`config.mk`:
```
export PLATFORM = sky130hd
export DESIGN_NAME = capreload_timer
export DESIGN_NICKNAME = d
export VERILOG_FILES = /design/src/rtl/tmr_pkg.sv /design/src/rtl/tmr_prescale.sv /design/src/rtl/tmr_trigsel.sv /design/src/rtl/tmr_regs.sv /design/src/rtl/tmr_counter.sv /design/src/rtl/capreload_timer.sv
export SDC_FILE = /design/constraint.sdc
export NUM_CORES = 1
export LEC_CHECK = 0
export ABC_AREA = 1
export BUFFER_PORTS_ARGS = -buffer_cell sky130_fd_sc_hd__clkbuf_2
export CORE_AREA = 5 5 86 88
export CTS_CLUSTER_DIAMETER = 30
export DETAILED_ROUTE_END_ITERATION = 6
export DIE_AREA = 0 0 91 93
export PLACE_DENSITY_LB_ADDON = 0.08
export SYNTH_ARGS = -nofsm -noshare
export SYNTH_HDL_FRONTEND = slang
export SYNTH_SLANG_ARGS = --single-unit
export TNS_END_PERCENT = 5
```
`constraint.sdc`:
```
create_clock -name clk -period 4.7 [get_ports clk]
set_input_delay 0.235 -clock clk [delete_from_list [all_inputs] [get_ports clk]]
set_output_delay 0.235 -clock clk [all_outputs]
set_load 0.05 [all_outputs]
```
`src/rtl/tmr_pkg.sv`:
```
package tmr_pkg;
  // Action the counter takes on the next edge when software is not writing it.
  typedef enum logic [1:0] {
    HW_HOLD  = 2'd0,
    HW_COUNT = 2'd1,
    HW_LOAD  = 2'd2,
    HW_CLEAR = 2'd3
  } hw_act_e;
endpackage

```
`src/rtl/tmr_prescale.sv`:
```
module tmr_prescale #(
  parameter int DIV_W = 3
) (
  input  logic             clk,
  input  logic             rst_n,
  input  logic             run_en,
  input  logic [DIV_W-1:0] div_sel,
  output logic             tick
);
  // Largest divide is 4^(2^DIV_W - 1), so this many bits are needed.
  localparam int PRE_W = 2 * ((1 << DIV_W) - 1);

  logic [PRE_W-1:0] pre_q;
  logic [PRE_W-1:0] pre_d;
  logic [PRE_W-1:0] mask;

  always_comb begin
    mask = ~({PRE_W{1'b1}} << (2 * div_sel));
    pre_d = run_en ? (pre_q + PRE_W'(1)) : '0;
    tick  = run_en && ((pre_q & mask) == mask);
  end

  always_ff @(posedge clk or negedge rst_n) begin
    if (!rst_n) begin
      pre_q <= '0;
    end else begin
      pre_q <= pre_d;
    end
  end
endmodule

```
`src/rtl/tmr_trigsel.sv`:
```
module tmr_trigsel #(
  parameter int N_CAP = 3,
  parameter int SRC_W = 2
) (
  input  logic [N_CAP-1:0] cap_evt,
  input  logic [SRC_W-1:0] src,
  output logic             trig
);
  // Codes at or above N_CAP pick no channel.
  always_comb begin
    trig = 1'b0;
    for (int i = 0; i < N_CAP; i++) begin
      if (src == SRC_W'(i)) trig = cap_evt[i];
    end
  end
endmodule

```
`src/rtl/tmr_regs.sv`:
```
module tmr_regs #(
  parameter int CNT_W  = 16,
  parameter int DATA_W = 8,
  parameter int ADDR_W = 3
) (
  input  logic                     clk,
  input  logic                     rst_n,
  input  logic                     wr_en,
  input  logic [ADDR_W-1:0]        wr_addr,
  input  logic [DATA_W-1:0]        wr_data,
  input  logic                     flag_set,
  output logic [CNT_W/DATA_W-1:0]  cnt_byte_wr,
  output logic [CNT_W-1:0]         reload_val,
  output logic                     flag
);
  localparam int NB        = CNT_W / DATA_W;
  localparam int FLAG_ADDR = 2 * NB;

  logic [NB-1:0]    rld_wr;
  logic [CNT_W-1:0] rld_q;
  logic [CNT_W-1:0] rld_d;
  logic             flag_wr;
  logic             flag_q;
  logic             flag_d;

  for (genvar b = 0; b < NB; b++) begin : g_dec
    assign cnt_byte_wr[b] = wr_en && (wr_addr == ADDR_W'(b));
    assign rld_wr[b]      = wr_en && (wr_addr == ADDR_W'(NB + b));
  end

  assign flag_wr = wr_en && (wr_addr == ADDR_W'(FLAG_ADDR));

  always_comb begin
    rld_d = rld_q;
    for (int b = 0; b < NB; b++) begin
      if (rld_wr[b]) rld_d[b*DATA_W +: DATA_W] = wr_data;
    end
    // A hardware event outranks a software write in the same cycle.
    if (flag_set)     flag_d = 1'b1;
    else if (flag_wr) flag_d = wr_data[0];
    else              flag_d = flag_q;
  end

  always_ff @(posedge clk or negedge rst_n) begin
    if (!rst_n) begin
      rld_q  <= '0;
      flag_q <= 1'b0;
    end else begin
      if (|rld_wr)            rld_q  <= rld_d;
      if (flag_set || flag_wr) flag_q <= flag_d;
    end
  end

  assign reload_val = rld_q;
  assign flag       = flag_q;
endmodule

```
`src/rtl/tmr_counter.sv`:
```
module tmr_counter
  import tmr_pkg::*;
#(
  parameter int CNT_W  = 16,
  parameter int DATA_W = 8
) (
  input  logic                    clk,
  input  logic                    rst_n,
  input  hw_act_e                 act,
  input  logic [CNT_W-1:0]        reload_val,
  input  logic [CNT_W/DATA_W-1:0] byte_wr,
  input  logic [DATA_W-1:0]       wr_data,
  output logic [CNT_W-1:0]        count
);
  localparam int NB = CNT_W / DATA_W;

  logic [CNT_W-1:0] cnt_q;
  logic [CNT_W-1:0] cnt_d;
  logic             cnt_en;

  always_comb begin
    unique case (act)
      HW_COUNT: cnt_d = cnt_q + CNT_W'(1);
      HW_LOAD:  cnt_d = reload_val;
      HW_CLEAR: cnt_d = '0;
      default:  cnt_d = cnt_q;
    endcase
    for (int b = 0; b < NB; b++) begin
      if (byte_wr[b]) cnt_d[b*DATA_W +: DATA_W] = wr_data;
    end
    cnt_en = (act != HW_HOLD) || (|byte_wr);
  end

  always_ff @(posedge clk or negedge rst_n) begin
    if (!rst_n) begin
      cnt_q <= '0;
    end else if (cnt_en) begin
      cnt_q <= cnt_d;
    end
  end

  assign count = cnt_q;
endmodule

```
`src/rtl/capreload_timer.sv`:
```
module capreload_timer
  import tmr_pkg::*;
#(
  parameter int CNT_W  = 16,
  parameter int DATA_W = 8,
  parameter int ADDR_W = 3,
  parameter int DIV_W  = 3,
  parameter int N_CAP  = 3,
  parameter int SRC_W  = 2
) (
  input  logic              clk,
  input  logic              rst_n,
  input  logic              run_en,
  input  logic [DIV_W-1:0]  div_sel,
  input  logic              cmp_mode,
  input  logic              reload_en,
  input  logic [SRC_W-1:0]  reload_src,
  input  logic              clr_on_cap,
  input  logic              clr_on_cmp,
  input  logic [N_CAP-1:0]  cap_evt,
  input  logic              wr_en,
  input  logic [ADDR_W-1:0] wr_addr,
  input  logic [DATA_W-1:0] wr_data,
  output logic [CNT_W-1:0]  count,
  output logic              flag
);
  localparam int NB = CNT_W / DATA_W;

  logic [1:0]       rst_sync;
  logic             rst_q_n;
  logic             tick;
  logic             trig;
  logic [NB-1:0]    cnt_byte_wr;
  logic [CNT_W-1:0] reload_val;
  logic             flag_set;
  hw_act_e          act;

  // Reset: asserts at once, leaves on the second clock edge.
  always_ff @(posedge clk or negedge rst_n) begin
    if (!rst_n) rst_sync <= 2'b00;
    else        rst_sync <= {rst_sync[0], 1'b1};
  end
  assign rst_q_n = rst_sync[1];

  tmr_prescale #(.DIV_W(DIV_W)) u_pre (
    .clk     (clk),
    .rst_n   (rst_q_n),
    .run_en  (run_en),
    .div_sel (div_sel),
    .tick    (tick)
  );

  tmr_trigsel #(.N_CAP(N_CAP), .SRC_W(SRC_W)) u_sel (
    .cap_evt (cap_evt),
    .src     (reload_src),
    .trig    (trig)
  );

  tmr_regs #(.CNT_W(CNT_W), .DATA_W(DATA_W), .ADDR_W(ADDR_W)) u_regs (
    .clk         (clk),
    .rst_n       (rst_q_n),
    .wr_en       (wr_en),
    .wr_addr     (wr_addr),
    .wr_data     (wr_data),
    .flag_set    (flag_set),
    .cnt_byte_wr (cnt_byte_wr),
    .reload_val  (reload_val),
    .flag        (flag)
  );

  // Hardware action: a software counter write wins, then capture, then ticks.
  always_comb begin
    act      = HW_HOLD;
    flag_set = 1'b0;
    if (!(|cnt_byte_wr)) begin
      if (!cmp_mode) begin
        if (reload_en && trig) begin
          act = clr_on_cap ? HW_CLEAR : HW_LOAD;
        end else if (tick) begin
          act      = HW_COUNT;
          flag_set = &count;
        end
      end else if (tick) begin
        flag_set = (count == reload_val);
        act      = (flag_set && clr_on_cmp) ? HW_CLEAR : HW_COUNT;
      end
    end
  end

  tmr_counter #(.CNT_W(CNT_W), .DATA_W(DATA_W)) u_cnt (
    .clk        (clk),
    .rst_n      (rst_q_n),
    .act        (act),
    .reload_val (reload_val),
    .byte_wr    (cnt_byte_wr),
    .wr_data    (wr_data),
    .count      (count)
  );
endmodule

```
==> tab_implementation.tex <==
\begin{tabular}{lr}
\hline
Metric & Value \\
\hline
\multicolumn{2}{l}{\textbf{Clock tree}} \\
Level count of the clock H-tree & 2 \\
Clock transition time at the flip-flop clock pins of the worst setup and hold paths & 0.09 ns \\
Clock tree from TritonCTS & built \\
Sink Count & 49 \\
Latest clock arrival within the worst-skew pair & 0.31 ns \\
Clock buffers created by TritonCTS & 5 \\
Buffer cell driving the clock tree root & clkbuf\_8 \\
Max Buffers Root-to-Sink & 2 \\
\multicolumn{2}{l}{\textbf{Timing}} \\
Min Hold Slack & around 0.16 ns \\
Actual transition at the worst max-transition pin & 1.03 ns \\
Final setup violation count & 0 \\
Final setup margin & between 1 and 1.5 ns \\
Count of endpoints failing hold in the final timing report & 0 \\
Count of final max-slew check failures & 0 \\
Final period utilization & 0.735 \\
Unrepaired setup endpoints after global routing & no \\
Max frequency & around 290 MHz \\
Headroom to the max-slew limit & 0.315 \\
Clock period minus final worst setup slack & 3.46 ns \\
Final-layout setup total negative slack & 0 ns \\
Worst-case clock skew & 0.00519 ns \\
\multicolumn{2}{l}{\textbf{Drt}} \\
DR WL/cell & roughly 14 µm \\
Count of antenna-violating nets left after detailed routing & 0 \\
Wirelength, routed & just under 8000 µm \\
Via count & around 3,000 \\
DRC violation total after the first TritonRoute iteration & approximately 200 \\
Number of detailed-route iterations in the first pass & 5 \\
Final routed DRC violation total & 0 \\
Number of vias per cell & 5.24 \\
\multicolumn{2}{l}{\textbf{Outcome}} \\
Run status & complete, no violations \\
\multicolumn{2}{l}{\textbf{Synth}} \\
Netlist Area Pre-Place & 3140 µm² \\
Post-synth top area cell & dfrtp\_1 \\
Seq/Total Area, Yosys & 0.391 \\
Top\_reg\_cell synth & dfrtp\_1 \\
Average footprint of a synthesized cell & 7.18 µm² \\
Synth top area share & 0.391 \\
Top cell types by occurrence after synthesis & 121 x nand2\_1, 57 x inv\_1, 49 x dfrtp\_1, 44 x o21ai\_0, 42 x a21oi\_1 \\
Post-synth net total & between 400 and 500 \\
Number of distinct library cells after synthesis & 36 \\
Top-count cell post-synth & nand2\_1 \\
Flop and latch count out of synthesis & 49 \\
Post-synth EDFFs & 0 \\
Post-synth ARST share & 1.00 \\
Leading cell types by total area after synthesis & dfrtp\_1 39\%, nand2\_1 14\%, o21ai\_0 7.0\% \\
Gate count after technology mapping & approximately 440 \\
Synth Warn \# & 0 \\
\multicolumn{2}{l}{\textbf{Global route}} \\
Global-route wire length before repair & approximately 14,000 µm \\
Fraction of met3 tracks used by global routing & 0.0233 \\
Gr usage total & 0.195 \\
Antenna violations before repair & 0 \\
GRT met1 Usage & 0.252 \\
Vias in the first global route & roughly 2,900 \\
Largest net degree at the start of global routing & 48 \\
Met2 Use GR & 0.337 \\
GR Overflow Total & 0 \\
GRT Max-Usage Layer & met2 \\
\multicolumn{2}{l}{\textbf{Place}} \\
Port Buf Inserts & 43 \\
HPWL reported at the end of detailed placement & between 6000 and 7000 µm \\
Final GP Congestion & around 0.92 \\
Post-placement setup slack & between 1 and 1.5 ns \\
\multicolumn{2}{l}{\textbf{Worst setup path}} \\
Critical-path maximum fanout & 17 \\
Slack of the worst reg-to-reg path & roughly 1.2 ns \\
Critical R2R Capture & u\_cnt.count[3] \\
Worst Path Class, Setup & flop to flop \\
Crit start category & flop \\
Worst Reg2Reg Path Length in Cells & 15 \\
Crit end category & flop \\
Startpoint of the worst register-to-register path & u\_pre.pre\_q[4] \\
Critical path required time & between 4 and 5 ns \\
Critical Path AT & around 3.7 ns \\
\multicolumn{2}{l}{\textbf{Power}} \\
Power density of the placed cells & approximately 460 nW/µm² \\
Fraction of power consumed by combinational cells & 0.427 \\
Clock network fraction of design power & 0.167 \\
Portion of total power attributed to sequential cells & 0.406 \\
Worst-case vdd ir drop & 0.000277 V \\
Switching power of the nets & 0.000762 W \\
Leakage power & between 1.5 and 2 nW \\
Internal & 0.000842 W \\
Switching share of power & 0.475 \\
\multicolumn{2}{l}{\textbf{Floorplanning}} \\
DIE HEIGHT & approximately 93 µm \\
Width of the chip & 91 µm \\
Die ar. & around 8500 µm² \\
Number of standard-cell rows in the floorplan & 30 \\
Placeable core region & about 6600 µm² \\
Io pins & 44 \\
Starting Density & 0.477 \\
\multicolumn{2}{l}{\textbf{Flow run}} \\
Number of maximum-capacitance constraint violations & 0 \\
\multicolumn{2}{l}{\textbf{Hold path}} \\
Hold-critical path endpoint & u\_regs.flag \\
Source of the worst hold timing path & wr\_data[0] \\
Hold Path Class & input port to flop \\
Hold depth & 3 \\
\multicolumn{2}{l}{\textbf{Final layout}} \\
Antenna diode count & 0 \\
Register cell area after layout & 1230 µm² \\
Final net count & roughly 500 \\
Number of fill cells in the layout & around 680 \\
Syn-to-layout area delta & 11.8\% \\
Fraction of layout instances using a drive strength above 1 & 0.171 \\
Area occupied by multi-input gates & $\sim$1600 µm² \\
\hline
\end{tabular}
critical path: stages (launching register included):
cell and delay (ns):
dfrtp_1 0.41, nand2_2 0.12, nor2_2 0.16, nand2_2 0.08, nand2_1 0.07, nand3_1 0.07
nor2_2 0.15, o21ai_0 0.18, ha_1 0.47, nor2_1 0.71, inv_1 0.34, a21oi_1 0.18
o21ai_0 0.09, a21oi_1 0.15, o21ai_0 0.09, o21ai_0 0.09
cell families (layout without fill, tap and decap cells):
group,Yosys count,count (layout),synth area share
adders and majority gates,5,5,0.0200
xor gates and xnor gates,13,13,0.0363
other,1,1,0.00120
and+or+nand+nor,196,196,0.288
buffers and inverters,71,114,0.0914
muxes,1,1,0.00319
DFF,49,49,0.391
AOI/OAI and AO/OA,101,101,0.169
layout make-up:
type / instances / share of cell area
Multi-Input combinational cell: 317 / 0.463
Sequential cell: 49 / 0.350
Inverter: 62 / 0.0664
Timing Repair Buffer: 44 / 0.0643
Tap cell: 80 / 0.0286
Clock buffer: 6 / 0.0236
Clock inverter: 2 / 0.00393
power by group through the flow:
stage | Clock [W] | Sequential, W | Combinational, W
2_1_floorplan | 0 | 0.000843 | 0.000328
4_1_cts | 0.000277 | 0.000651 | 0.000690
3_3_place_gp | 0 | 0.000659 | 0.000680
5_1_grt | 0.000292 | 0.000673 | 0.000758
6_report | 0.000269 | 0.000651 | 0.000685
3_5_place_dp | 0 | 0.000659 | 0.000686
state kept, by name, summed over array words and instances (netlist names):
signal             flops
u_cnt.count           16
u_regs.reload_val     16
u_pre.pre_q           14
rst_sync               2
u_regs.flag            1
layout by cell type, fill, tap and decap left out, types with 3 or more instances in the layout:
cell type / n
a21oi_1: 42
clkbuf_2: 43
clkbuf_8: 6
dfrtp_1: 48
ha_1: 5
inv_1: 57
inv_2: 5
nand2_1: 121
nand2_2: 7
nand3_1: 15
nand3_2: 4
nor2_1: 28
nor2_2: 4
nor2_4: 6
nor3_1: 5
o21ai_0: 44
o21ai_1: 5
o22ai_1: 3
xnor2_1: 11
how the worst max path moves through the flow:
stage,from,to,slack (ns)
final,u_pre.pre_q[4],u_cnt.count[3],1.24
after global routing,u_pre.pre_q[4],u_cnt.count[4],0.92
after CTS,u_pre.pre_q[4],u_cnt.count[3],1.28
after detailed placement,u_pre.pre_q[4],u_cnt.count[3],1.32
after global placement,u_pre.pre_q[4],u_cnt.count[4],1.49
after floorplan,u_cnt.count[8],u_cnt.count[13],2.21
routing by layer:
metal | part of all wire | vias up | wire [µm]
met5 | 0 | - | 0
met1 | 0.45 | 1357 | 3570
met3 | 0.048 | 12 | 381
met2 | 0.48 | 84 | 3780
met4 | 0.021 | 0 | 162
li1 | - | 1479 | -
metrics by stage:
step | cell area (µm²) | instances | power (W) | util
3_5_place_dp | 3400 | 551 | 0.00135 | 0.517
5_1_grt | 3500 | 560 | 0.00172 | 0.534
3_3_place_gp | 3400 | 551 | 0.00134 | 0.517
2_1_floorplan | 3140 | 437 | 0.00117 | -
4_1_cts | 3500 | 560 | 0.00162 | 0.534
6_report | 3500 | 560 | 0.00160 | 0.534
what timing repair did:
item | 4_1_cts | 5_1_grt
gates resized for setup | 0 | 0
buffers inserted | 0 | 0
hold buffers | 1 | 0
hold endpoints to repair | 2 | 0
Power figures use the tool's default switching activity.
